**src/rtl/mbx_pkg.sv**
```systemverilog
package mbx_pkg;
  // Port index convention used throughout the block.
  localparam int unsigned PORT_L = 0;
  localparam int unsigned PORT_R = 1;
  localparam int unsigned NPORT  = 2;

  // Kind of access seen on a port in one cycle.
  typedef enum logic [1:0] {
    ACC_IDLE  = 2'd0,
    ACC_READ  = 2'd1,
    ACC_WRITE = 2'd2
  } acc_kind_e;

  function automatic acc_kind_e classify(input logic en, input logic wr, input logic rd);
    if (en && wr)      return ACC_WRITE;
    else if (en && rd) return ACC_READ;
    else               return ACC_IDLE;
  endfunction
endpackage

```
**src/rtl/mbx_port_decode.sv**
```systemverilog
module mbx_port_decode
  import mbx_pkg::*;
#(
  parameter int unsigned ADDR_W = 13,
  parameter logic [ADDR_W-1:0] OWN_BOX  = '1,
  parameter logic [ADDR_W-1:0] PEER_BOX = '0
) (
  input  logic              en,
  input  logic              wr,
  input  logic              rd,
  input  logic [ADDR_W-1:0] addr,
  input  logic              busy,
  output logic              post_peer,
  output logic              take_own
);
  acc_kind_e kind;
  logic      granted;

  always_comb begin
    kind      = classify(en, wr, rd);
    granted   = !busy;
    post_peer = granted && (kind == ACC_WRITE) && (addr == PEER_BOX);
    take_own  = granted && (kind == ACC_READ)  && (addr == OWN_BOX);
  end
endmodule

```
**src/rtl/mbx_flag.sv**
```systemverilog
module mbx_flag (
  input  logic clk,
  input  logic rst,
  input  logic set,
  input  logic clr,
  output logic irq_n
);
  always_ff @(posedge clk) begin
    if (rst)      irq_n <= 1'b1;
    else if (set) irq_n <= 1'b0;
    else if (clr) irq_n <= 1'b1;
  end
endmodule

```
**src/rtl/mbx_irq.sv**
```systemverilog
module mbx_irq
  import mbx_pkg::*;
#(
  parameter int unsigned ADDR_W = 13
) (
  input  logic              clk,
  input  logic              rst,
  input  logic              l_en,
  input  logic              l_wr,
  input  logic              l_rd,
  input  logic [ADDR_W-1:0] l_addr,
  input  logic              l_busy,
  input  logic              r_en,
  input  logic              r_wr,
  input  logic              r_rd,
  input  logic [ADDR_W-1:0] r_addr,
  input  logic              r_busy,
  output logic              l_irq_n,
  output logic              r_irq_n
);
  localparam logic [ADDR_W-1:0] BOX_R = {ADDR_W{1'b1}};
  localparam logic [ADDR_W-1:0] BOX_L = BOX_R - 1'b1;

  logic [NPORT-1:0]  en_v, wr_v, rd_v, busy_v;
  logic [ADDR_W-1:0] addr_v [NPORT];
  logic [NPORT-1:0]  post_peer, take_own, irq_v;

  always_comb begin
    en_v   = {r_en, l_en};
    wr_v   = {r_wr, l_wr};
    rd_v   = {r_rd, l_rd};
    busy_v = {r_busy, l_busy};
    addr_v[PORT_L] = l_addr;
    addr_v[PORT_R] = r_addr;
  end

  for (genvar p = 0; p < NPORT; p++) begin : g_port
    localparam logic [ADDR_W-1:0] OWN  = (p == PORT_R) ? BOX_R : BOX_L;
    localparam logic [ADDR_W-1:0] PEER = (p == PORT_R) ? BOX_L : BOX_R;

    mbx_port_decode #(
      .ADDR_W  (ADDR_W),
      .OWN_BOX (OWN),
      .PEER_BOX(PEER)
    ) u_dec (
      .en       (en_v[p]),
      .wr       (wr_v[p]),
      .rd       (rd_v[p]),
      .addr     (addr_v[p]),
      .busy     (busy_v[p]),
      .post_peer(post_peer[p]),
      .take_own (take_own[p])
    );

    mbx_flag u_flag (
      .clk  (clk),
      .rst  (rst),
      .set  (post_peer[NPORT-1-p]),
      .clr  (take_own[p]),
      .irq_n(irq_v[p])
    );
  end

  assign l_irq_n = irq_v[PORT_L];
  assign r_irq_n = irq_v[PORT_R];
endmodule

```
**config.mk**
```make
export PLATFORM = sky130hd
export DESIGN_NAME = mbx_irq
export DESIGN_NICKNAME = d
export VERILOG_FILES = /design/src/rtl/mbx_pkg.sv /design/src/rtl/mbx_port_decode.sv /design/src/rtl/mbx_flag.sv /design/src/rtl/mbx_irq.sv
export SDC_FILE = /design/constraint.sdc
export NUM_CORES = 1
export LEC_CHECK = 0
export BUFFER_PORTS_ARGS = -buffer_cell sky130_fd_sc_hd__buf_2
export CORE_AREA = 5 5 42 44
export CTS_CLUSTER_DIAMETER = 30
export DETAILED_ROUTE_END_ITERATION = 16
export DIE_AREA = 0 0 47 49
export SYNTH_ARGS = -nofsm -noshare
export SYNTH_HDL_FRONTEND = slang
export SYNTH_SLANG_ARGS = --single-unit
```
**constraint.sdc**
```tcl
create_clock -name clk -period 1 [get_ports clk]
set_input_delay 0 -clock clk [delete_from_list [all_inputs] [get_ports clk]]
set_output_delay 0 -clock clk [all_outputs]
set_load 0.05 [all_outputs]
```
==> impl_metrics.toml <==
[run_status]
status = "complete, no violations"

[clocking]
clk_pin_slew_ps = 30
clock_sinks = 2
cts_buffer_depth = 2
cts_tree = "built"
postCtsSetupRepairBufs = 0
htreeDepth = 1
cts_root_buf = "clkbuf_4"
clock_latency_ps = 220
cts-resized-gates = 0
cts_made_buffers = 3

[cells_and_area]
final_cells = 77
layout_commonest_cell = "buf_2"
regArea_sq_um = 40.0
multi_input_area_sq_um = 119
largest_register_ffs = 2
largest_registers = "g_port.u_flag.irq_n (2)"
fill_cells = 166
mostFrequentLayoutCells = "37 x buf_2, 4 x nand4_1, 3 x nor2_1, 3 x nand4b_1, 3 x clkbuf_4"
finalNetCount = 99
drive_gt1_frac = 0.672
area_growth_pct = 150
largest-register = "g_port.u_flag.irq_n"
antennaDiodeCount = 0

[worst_setup_path]
worst-path-buf-inv = 1
critical-path-slowest-cell = "dfxtp_1"
cp-end-kind = "output port"
critPathMaxStageDelay_ps = 320
cp_top_family = "flip-flops"
critical_path_class = "reg2out"
crit_fanout = 2
start_kind = "flip-flop"
crit_arrival_ps = 800
required_ps = 1000
worstPathCellList = "buf_2"

[placement]
place.gp.congestion = 0.723
dp_slack_ps = 15.2
portBuffers = 37
dpl.cell_count = 73

[synthesis]
syn-cell-area_sq_um = 159
synth.avg_cell_area_sq_um = 7.95
yosysTopAreaCellShare = 0.252
post_synth_inst_count = 20
ys_warn_count = 0
synth_top_area_cell = "dfxtp_1"
synth_fp_nets = 56
ys_seq_elements = 2
netlist_top_cells_area = "dfxtp_1 25%, nand4b_1 17%, nand4_1 16%"
yosysSeqAreaShare = 0.252
synth_cell_types = 11

[timing]
setup-violations-final = 0
fin_worst_skew_ps = 0
tns_ps = 0
worst_pin_slew_ps = 301
final_hold_viol_count = 0
finalCritPeriodShare = 0.804
relSlewSlack = 0.797
finalCriticalPeriod_ps = 804
clock.fmax_mhz = 1240
rsz0062_at_grt = "false"
drv_slew = 0
holdWs_ps = 63.5
finalWorstSetupSlack_ps = 196

[die]
num_io_pins = 38
die_w_um = 47
core_sq_um = 1400
die_area_sq_um = 2300
die_y_um = 49
row_count = 14
start_util = 0.113

[global_route]
grt_pass1_wl_mm = 1.21
overflow = 0
antenna_found_initial = 0
grt_max_degree = 5
grt_pass1_vias = 360
grtUsageTotal = 0.0752

[pwr]
total_power_w = 0.000346
p_seq_frac = 0.233
p_leak_nw = 0.200
power_switching_w = 0.0000762
peakVddDrop_v = 0.000145
p_comb_frac = 0.237
p_int_w = 0.000269
power_density_nw_per_um2 = 871
clkPwrFrac = 0.530
switching_share = 0.220

[detailed_routing]
drt-pass1-iter-count = 4
drt_iter0_drc = 12
drcViolationCount = 0
ant_nets = 0
wl_um = 804
post_drt_wl_per_cell_um = 10.4
viasPerCell = 4.34
vias = 334

[flow_run]
cap_violations = 0

[worst_hold_path]
hold_class = "in2reg"
==> per-stage QoR <==
step,instance area (sq um),util
2_1_floorplan,159,-
3_3_place_gp,364,0.260
3_5_place_dp,364,0.260
4_1_cts,397,0.283
5_1_grt,397,0.283
6_report,397,0.283
==> path summary, 6_finish.rpt <==
check,from,end,slack (ps),cells past startpoint
min reg2reg,g_port[1].u_flag.irq_n,g_port[1].u_flag.irq_n,500,2
max reg2reg,g_port[0].u_flag.irq_n,g_port[0].u_flag.irq_n,290,2
min,r_rd,g_port[1].u_flag.irq_n,60,3
max,g_port[0].u_flag.irq_n,l_irq_n,200,1
==> per-layer routing <==
metal  GRT usage  routed length, um  vias to the layer above
met4      0.0829                 16                        0
li1            -                  -                      168
met1      0.0677                228                      138
met5           0                  0                        -
met3      0.0185                151                        2
met2       0.120                409                       26
==> power groups by stage <==
| stage | Sequential, W | Combinational [W] | Clock (W) |
|---|---|---|---|
| 2_1_floorplan | 0.0000814 | 0.0000108 | 0 |
| 3_3_place_gp | 0.0000814 | 0.0000781 | 0 |
| 3_5_place_dp | 0.0000814 | 0.0000794 | 0 |
| 4_1_cts | 0.0000804 | 0.0000828 | 0.000194 |
| 5_1_grt | 0.0000803 | 0.0000920 | 0.000203 |
| 6_report | 0.0000804 | 0.0000820 | 0.000183 |
==> logic make-up after synthesis <==
| group | Yosys count | synth area share |
|---|---|---|
| AND/OR/NAND/NOR | 15 | 0.622 |
| AO/OA/AOI/OAI | 3 | 0.126 |
| flip-flops | 2 | 0.252 |
==> layout make-up <==
type	instances	area share
Clock buffer	3	0.0568
Multi-Input combinational cell	18	0.300
Sequential cell	2	0.101
Tap cell	16	0.0505
Timing Repair Buffer	38	0.492
==> synth_stat cells (all sizes together) <==
cell type and number:
a21oi 1, nand2 2, a311oi 1, nor4 2
nand4b 3, dfxtp 2, nor2 3, a31oi 1
nand4 4, and4b 1
==> worst register-to-register path, cell delays in order, from the launching register on <==
cell      delay (ps)
dfxtp_1          300
a311oi_1         230
a31oi_1           60
==> timing repair <==
| action | CTS | global route |
|---|---|---|
| hold buffers | 1 | 0 |
| setup endpoints to repair | 0 | 0 |
| hold endpoints to repair | 1 | 0 |
Power figures use the tool's default switching activity.
